## config.mk

```make
export PLATFORM = sky130hd
export DESIGN_NAME = intr_receive_unit
export DESIGN_NICKNAME = d
export VERILOG_FILES = /design/src/rtl/intr_rx_pkg.sv /design/src/rtl/intr_msb_find.sv /design/src/rtl/intr_vec_store.sv /design/src/rtl/intr_access_ctrl.sv /design/src/rtl/intr_receive_unit.sv
export SDC_FILE = /design/constraint.sdc
export NUM_CORES = 1
export LEC_CHECK = 0
export BUFFER_PORTS_ARGS = -buffer_cell sky130_fd_sc_hd__buf_2
export CORE_MARGIN = 2
export CORE_UTILIZATION = 40
export DETAILED_ROUTE_END_ITERATION = 6
export PLACE_DENSITY = 0.63
export REMOVE_ABC_BUFFERS = 1
export SKIP_LAST_GASP = 1
export SYNTH_ARGS = -nofsm -noshare
export SYNTH_HDL_FRONTEND = slang
export SYNTH_HIERARCHICAL = 1
export SYNTH_SLANG_ARGS = --single-unit
```

## constraint.sdc

```tcl
create_clock -name clk -period 5.18 [get_ports clk]
set_input_delay 0.518 -clock clk [delete_from_list [all_inputs] [get_ports clk]]
set_output_delay 0.518 -clock clk [all_outputs]
set_load 0.01 [all_outputs]
```

## src/rtl/intr_rx_pkg.sv

```systemverilog
package intr_rx_pkg;

    typedef enum logic [1:0] {
        SEL_RECV = 2'd0,
        SEL_DISP = 2'd1,
        SEL_POST = 2'd2,
        SEL_RSVD = 2'd3
    } reg_sel_e;

    typedef enum logic [1:0] {
        FLT_NONE = 2'd0,
        FLT_DATA = 2'd1,
        FLT_PRIV = 2'd2
    } fault_e;

    typedef enum logic [1:0] {
        ST_IDLE  = 2'd0,
        ST_ACK   = 2'd1,
        ST_FAULT = 2'd2
    } rsp_state_e;

endpackage

```

## src/rtl/intr_msb_find.sv

```systemverilog
module intr_msb_find #(
    parameter int VEC_W = 64,
    parameter int IDX_W = $clog2(VEC_W)
) (
    input  logic [VEC_W-1:0] vec,
    output logic [IDX_W-1:0] idx,
    output logic             found
);

    always_comb begin
        idx   = '0;
        found = 1'b0;
        for (int i = 0; i < VEC_W; i++) begin
            if (vec[i]) begin
                idx   = IDX_W'(i);
                found = 1'b1;
            end
        end
    end

endmodule

```

## src/rtl/intr_vec_store.sv

```systemverilog
module intr_vec_store #(
    parameter int VEC_W = 64,
    parameter int IDX_W = $clog2(VEC_W)
) (
    input  logic             clk,
    input  logic             rst_n,
    input  logic             set_en,
    input  logic [IDX_W-1:0] set_idx,
    input  logic             bulk_clr_en,
    input  logic [VEC_W-1:0] bulk_clr_mask,
    input  logic             disp_en,
    output logic [VEC_W-1:0] vec_q,
    output logic [IDX_W-1:0] top_idx,
    output logic             top_found
);

    logic [VEC_W-1:0] clr_mask;
    logic [VEC_W-1:0] set_mask;

    intr_msb_find #(.VEC_W(VEC_W), .IDX_W(IDX_W)) u_find (
        .vec   (vec_q),
        .idx   (top_idx),
        .found (top_found)
    );

    always_comb begin
        clr_mask = '0;
        if (bulk_clr_en) begin
            clr_mask = bulk_clr_mask;
        end else if (disp_en && top_found) begin
            clr_mask[top_idx] = 1'b1;
        end
        set_mask = '0;
        if (set_en) begin
            set_mask[set_idx] = 1'b1;
        end
    end

    // The clear is applied first and the set second, so a set wins over a clear of the same bit.
    always_ff @(posedge clk or negedge rst_n) begin
        if (!rst_n) begin
            vec_q <= '0;
        end else begin
            vec_q <= (vec_q & ~clr_mask) | set_mask;
        end
    end

    p_set_lands_r9: assert property (@(posedge clk) disable iff (!rst_n)
        set_en |=> vec_q[$past(set_idx)]);

    p_bulk_clear_r3: assert property (@(posedge clk) disable iff (!rst_n)
        (bulk_clr_en && !set_en) |=> ((vec_q & $past(bulk_clr_mask)) == '0));

    p_disp_retire_r4: assert property (@(posedge clk) disable iff (!rst_n)
        (disp_en && top_found && !(set_en && set_idx == top_idx)) |=> !vec_q[$past(top_idx)]);

    p_disp_empty_r5: assert property (@(posedge clk) disable iff (!rst_n)
        (disp_en && !top_found && !set_en) |=> (vec_q == '0));

endmodule

```

## src/rtl/intr_access_ctrl.sv

```systemverilog
module intr_access_ctrl
    import intr_rx_pkg::*;
(
    input  logic       clk,
    input  logic       rst_n,
    input  logic       req_valid,
    input  logic       req_write,
    input  logic [1:0] req_sel,
    input  logic       req_hpriv,
    input  logic       req_priv,
    output logic       do_recv_rd,
    output logic       do_recv_wr,
    output logic       do_disp,
    output logic       do_post,
    output logic       rsp_valid,
    output logic [1:0] rsp_fault
);

    rsp_state_e state_q, state_d;
    fault_e     code_q, code_d;
    fault_e     req_code;
    reg_sel_e   sel;
    logic       permitted;

    assign sel = reg_sel_e'(req_sel);

    always_comb begin
        req_code = FLT_NONE;
        if (!req_hpriv) begin
            req_code = req_priv ? FLT_DATA : FLT_PRIV;
        end else begin
            unique case (sel)
                SEL_RECV: req_code = FLT_NONE;
                SEL_DISP: req_code = req_write ? FLT_DATA : FLT_NONE;
                SEL_POST: req_code = req_write ? FLT_NONE : FLT_DATA;
                SEL_RSVD: req_code = FLT_DATA;
            endcase
        end
        permitted  = req_valid && (req_code == FLT_NONE);
        do_recv_rd = permitted && (sel == SEL_RECV) && !req_write;
        do_recv_wr = permitted && (sel == SEL_RECV) && req_write;
        do_disp    = permitted && (sel == SEL_DISP);
        do_post    = permitted && (sel == SEL_POST);
    end

    // Every state takes the same exits: Acknowledge on a permitted request,
    // Fault on a refused one, Idle with no request.
    always_comb begin
        state_d = ST_IDLE;
        code_d  = FLT_NONE;
        unique case (state_q)
            ST_IDLE, ST_ACK, ST_FAULT: begin
                if (!req_valid) begin
                    state_d = ST_IDLE;
                end else if (permitted) begin
                    state_d = ST_ACK;
                end else begin
                    state_d = ST_FAULT;
                    code_d  = req_code;
                end
            end
            default: state_d = ST_IDLE;
        endcase
    end

    always_ff @(posedge clk or negedge rst_n) begin
        if (!rst_n) begin
            state_q <= ST_IDLE;
            code_q  <= FLT_NONE;
        end else begin
            state_q <= state_d;
            code_q  <= code_d;
        end
    end

    always_comb begin
        rsp_valid = (state_q != ST_IDLE);
        rsp_fault = (state_q == ST_FAULT) ? code_q : FLT_NONE;
    end

    p_answer_next_r2: assert property (@(posedge clk) disable iff (!rst_n)
        req_valid |=> rsp_valid);

    p_no_spurious_r2: assert property (@(posedge clk) disable iff (!rst_n)
        !req_valid |=> !rsp_valid);

    p_nonhyp_refused_r8: assert property (@(posedge clk) disable iff (!rst_n)
        (req_valid && !req_hpriv) |=> (rsp_fault != 2'd0));

    p_priv_code_r8: assert property (@(posedge clk) disable iff (!rst_n)
        (req_valid && !req_hpriv && req_priv) |=> (rsp_fault == 2'd1));

    p_rsvd_sel_r10: assert property (@(posedge clk) disable iff (!rst_n)
        (req_valid && req_sel == 2'd3) |=> (rsp_fault != 2'd0));

endmodule

```

## src/rtl/intr_receive_unit.sv

```systemverilog
module intr_receive_unit #(
    parameter int VEC_W      = 64,
    parameter int THREAD_W   = 5,
    parameter int THREAD_LSB = 8
) (
    input  logic                       clk,
    input  logic                       rst_n,
    input  logic                       req_valid,
    input  logic                       req_write,
    input  logic [1:0]                 req_sel,
    input  logic                       req_hpriv,
    input  logic                       req_priv,
    input  logic [VEC_W-1:0]           req_wdata,
    input  logic                       in_valid,
    input  logic [$clog2(VEC_W)-1:0]   in_num,
    output logic                       rsp_valid,
    output logic [1:0]                 rsp_fault,
    output logic [VEC_W-1:0]           rsp_rdata,
    output logic                       post_valid,
    output logic [THREAD_W-1:0]        post_thread,
    output logic [$clog2(VEC_W)-1:0]   post_num
);

    localparam int IDX_W = $clog2(VEC_W);

    logic             do_recv_rd, do_recv_wr, do_disp, do_post;
    logic [VEC_W-1:0] vec_q;
    logic [IDX_W-1:0] top_idx;
    logic             top_found;

    intr_access_ctrl u_ctrl (
        .clk        (clk),
        .rst_n      (rst_n),
        .req_valid  (req_valid),
        .req_write  (req_write),
        .req_sel    (req_sel),
        .req_hpriv  (req_hpriv),
        .req_priv   (req_priv),
        .do_recv_rd (do_recv_rd),
        .do_recv_wr (do_recv_wr),
        .do_disp    (do_disp),
        .do_post    (do_post),
        .rsp_valid  (rsp_valid),
        .rsp_fault  (rsp_fault)
    );

    intr_vec_store #(.VEC_W(VEC_W), .IDX_W(IDX_W)) u_store (
        .clk           (clk),
        .rst_n         (rst_n),
        .set_en        (in_valid),
        .set_idx       (in_num),
        .bulk_clr_en   (do_recv_wr),
        .bulk_clr_mask (req_wdata),
        .disp_en       (do_disp),
        .vec_q         (vec_q),
        .top_idx       (top_idx),
        .top_found     (top_found)
    );

    always_ff @(posedge clk or negedge rst_n) begin
        if (!rst_n) begin
            rsp_rdata   <= '0;
            post_valid  <= 1'b0;
            post_thread <= '0;
            post_num    <= '0;
        end else begin
            if (do_recv_rd) begin
                rsp_rdata <= vec_q;
            end else if (do_disp && top_found) begin
                rsp_rdata <= {{(VEC_W-IDX_W){1'b0}}, top_idx};
            end else begin
                rsp_rdata <= '0;
            end
            post_valid <= do_post;
            if (do_post) begin
                post_num    <= req_wdata[IDX_W-1:0];
                post_thread <= req_wdata[THREAD_LSB +: THREAD_W];
            end
        end
    end

    p_post_sent_r6: assert property (@(posedge clk) disable iff (!rst_n)
        (req_valid && req_hpriv && req_write && req_sel == 2'd2) |=> post_valid);

    p_fault_quiet_r7: assert property (@(posedge clk) disable iff (!rst_n)
        (rsp_fault != 2'd0) |-> (!post_valid && rsp_rdata == '0));

    p_post_single_r6: assert property (@(posedge clk) disable iff (!rst_n)
        !req_valid |=> !post_valid);

endmodule

```

==> run metrics <==
met2 Use GR=a little over a third; met3 usage=4.60%; Area contributors post-synth=dfrtp_1 50%, nand2_1 9.7%, and2_1 5.1%; clk buf depth=2; # hold bufs at CTS=0; TritonCTS Sinks=around 140; Syn. warnings=6; DR vias/cell=approximately 5.6; final setup fails=0; via count=about 6100; initial antenna violation count=0; cell taking the most area after synthesis=dfrtp_1; PwrDens=between 300 and 400 mW/mm^2; later-pin clock latency in the skew report=around 0.43 ns; Detail Route Antenna Nets=0; Pre-antenna DRT Iters=5; GRT Total Usage=a little under a quarter; Critical Path RT=~5.5 ns; syn_area_per_cell=9.84 sq um; gpl congestion=0.865; row cnt=48; sequential-to-total area share from yosys stat=around 50%; fmax=slightly above 0.3 GHz; Slew Limit Fails=0; final critical-path share of the clock period=63.0%; slowest library cell on the worst path=nand4bb_4; EDFF count, synth=0; most frequent CP cell=o21bai_1; Post-Route Setup TNS=0 ns; most common cell in the netlist=nand2_1; met1 global-route usage=between 30% and 40%; Root Buffer=clkbuf_16; initial drt markers=slightly below 600; internal reg-to-reg setup slack=about 1.9 ns; Post-Route Utilization=49.3%; IO Pins=~160; Min-Delay Path Class=input port to async pin; total grt overflow=0; Slew headroom=just under 20%; share of layout cells above drive strength 1=between 20 and 30%; share of the synthesized area in the top cell type=50.4%; Reg clk slew, reported paths=~0.060 ns; Post-Route WL=around 21000 um; Final nets=between 900 and 1000; Tightest Pin Transition=about 1.2 ns; Worst Slack Setup Final=1.92 ns; leakage=~4.1 nW; worst clock skew=~0.0071 ns; antenna cells=0; status=finished, final reports clean; Wirelength per Cell=~19 um; Final Hold Viols=0; H-tree depth=4; Async SR Flop Fraction=100%; total setup buffers inserted after CTS=0; die height=roughly 140 um; CTS Buf Count=17; post-cts sizing count=0; unrepaired setup endpoints after global routing=false; area grow syn2layout=20.2%; Initial Util=about two fifths; Max Cap Viol=0; endpoint type of the worst setup path=register; Place WS=slightly below 2 ns; Die X=138 um; crit path DAT=between 3 and 4 ns; FF+latch count, synth=144; vias in the first global route=5997; grt peak-use layer=met2; CP cell instances=inv_1 -> a2111oi_0 -> o31a_1 -> o21bai_1 -> a211oi_1 -> o21bai_1 -> nand4bb_4 -> nor4_1 -> o22ai_1; Worst Path Max Fanout=26; first-pass GRT wire length=between 30000 and 40000 um; Setup crit start kind=register; DRC=0; area of the mapped netlist=0.00715 sq mm; CTS tree=built; worst vdd ir=roughly 0.00024 V; Post-synth top cells=184 x nand2_1, 144 x dfrtp_1, 58 x and2_1; largest net degree at the start of global routing=95; PortBufs=roughly 160; slowest stage delay, CP=just over 0.7 ns; Core Region=0.0174 sq mm; Synth Instances=727; post-synthesis cell type count=67; kind of critical path=register to register; final worst path period need=approximately 3.3 ns; Die Area=~0.019 sq mm; HPWL Detailed=14300 um; Primary FF master, synth=dfrtp_1
==> layout by cell type (no fill, tap or decap), types with 5 or more instances in the layout <==
| cell type | n |
|---|---|
| nor2_1 | 28 |
| nor4_1 | 15 |
| nand2b_1 | 9 |
| dfrtp_1 | 144 |
| o31ai_1 | 7 |
| a21boi_0 | 9 |
| o21ai_0 | 16 |
| o22ai_1 | 8 |
| clkbuf_16 | 17 |
| nand2_1 | 184 |
| o311ai_2 | 13 |
| mux2_2 | 11 |
| nand3_1 | 13 |
| inv_1 | 17 |
| nor4_2 | 5 |
| o311ai_1 | 35 |
| a21oi_1 | 16 |
| a211oi_1 | 5 |
| buf_4 | 6 |
| buf_2 | 156 |
| nor3_1 | 15 |
| clkbuf_1 | 5 |
| o21bai_1 | 5 |
| and2_1 | 58 |
==> through the flow <==
| step | power [mW] | area (sq um) | hold WS (ns) | cells |
|---|---|---|---|---|
| after floorplan | 1.89 | 6910 | 0.222 | 684 |
| after global placement | 2.20 | 8050 | 0.488 | 1072 |
| after detailed placement | 2.20 | 8050 | 0.491 | 1072 |
| after CTS | 3.38 | 8590 | 0.220 | 1102 |
| after global routing | 3.53 | 8590 | 0.254 | 1102 |
| final | 3.37 | 8590 | 0.170 | 1102 |
==> worst max-delay path: cells and delay by family, from the launching register on <==
kind,cells,cell delay [ns]
DFF,1,0.43
and+or+nand+nor,2,1.19
buffers and inverters,1,0.06
AOI/OAI and AO/OA,6,1.45
==> path summary, 6_finish.rpt <==
check,start,to,depth (start not counted)
min in group clk,req_priv,u_ctrl/code_q[1],2
min,rst_n,rsp_rdata[61],1
max in group asynchronous,rst_n,post_thread[0],2
min reg2reg,post_thread[0],post_thread[0],1
max,u_store/vec_q[6],u_store/vec_q[50],9
max reg2reg,u_store/vec_q[6],u_store/vec_q[50],9
==> routing by layer <==
| layer | up-vias | part of all wire, % |
|---|---|---|
| met5 | - | 0 |
| met4 | 0 | 2.6 |
| met2 | 257 | 47 |
| met1 | 2979 | 45 |
| li1 | 2862 | - |
| met3 | 43 | 6.3 |
==> power breakdown <==
| group | internal (mW) | leakage (nW) | total (mW) | switching (mW) |
|---|---|---|---|---|
| sequential | 1.25 | 1.92 | 1.42 | 0.174 |
| clock | 0.712 | 0.267 | 1.16 | 0.453 |
| combinational | 0.281 | 1.89 | 0.777 | 0.496 |
| total | 2.24 | 4.08 | 3.37 | 1.12 |
==> final cells by class <==
| cell class | instances | area [sq um] |
|---|---|---|
| timing repair buffer | 163 | 837 |
| clock buffer | 23 | 458 |
| fill | 1683 | 8820 |
| inverter | 17 | 63.8 |
| tap | 225 | 282 |
| multi-input combinational | 523 | 3260 |
| sequential | 144 | 3600 |
| clock inverter | 7 | 87.6 |
==> cells by family after synthesis <==
kind of cell | synth area share (%)
DFF | 50.4
buffers and inverters | 4.22
and+or+nand+nor | 27.3
muxes | 2.08
AOI/OAI and AO/OA | 16.0
==> state kept, by name, indices dropped and copies added, names as in the netlist <==
register,flops
post_num,6
post_thread,5
post_valid,1
rsp_rdata,64
u_ctrl/code_q,2
u_ctrl/state_q,2
u_store/vec_q,64
Note: power is estimated with default switching activity, not from simulation.
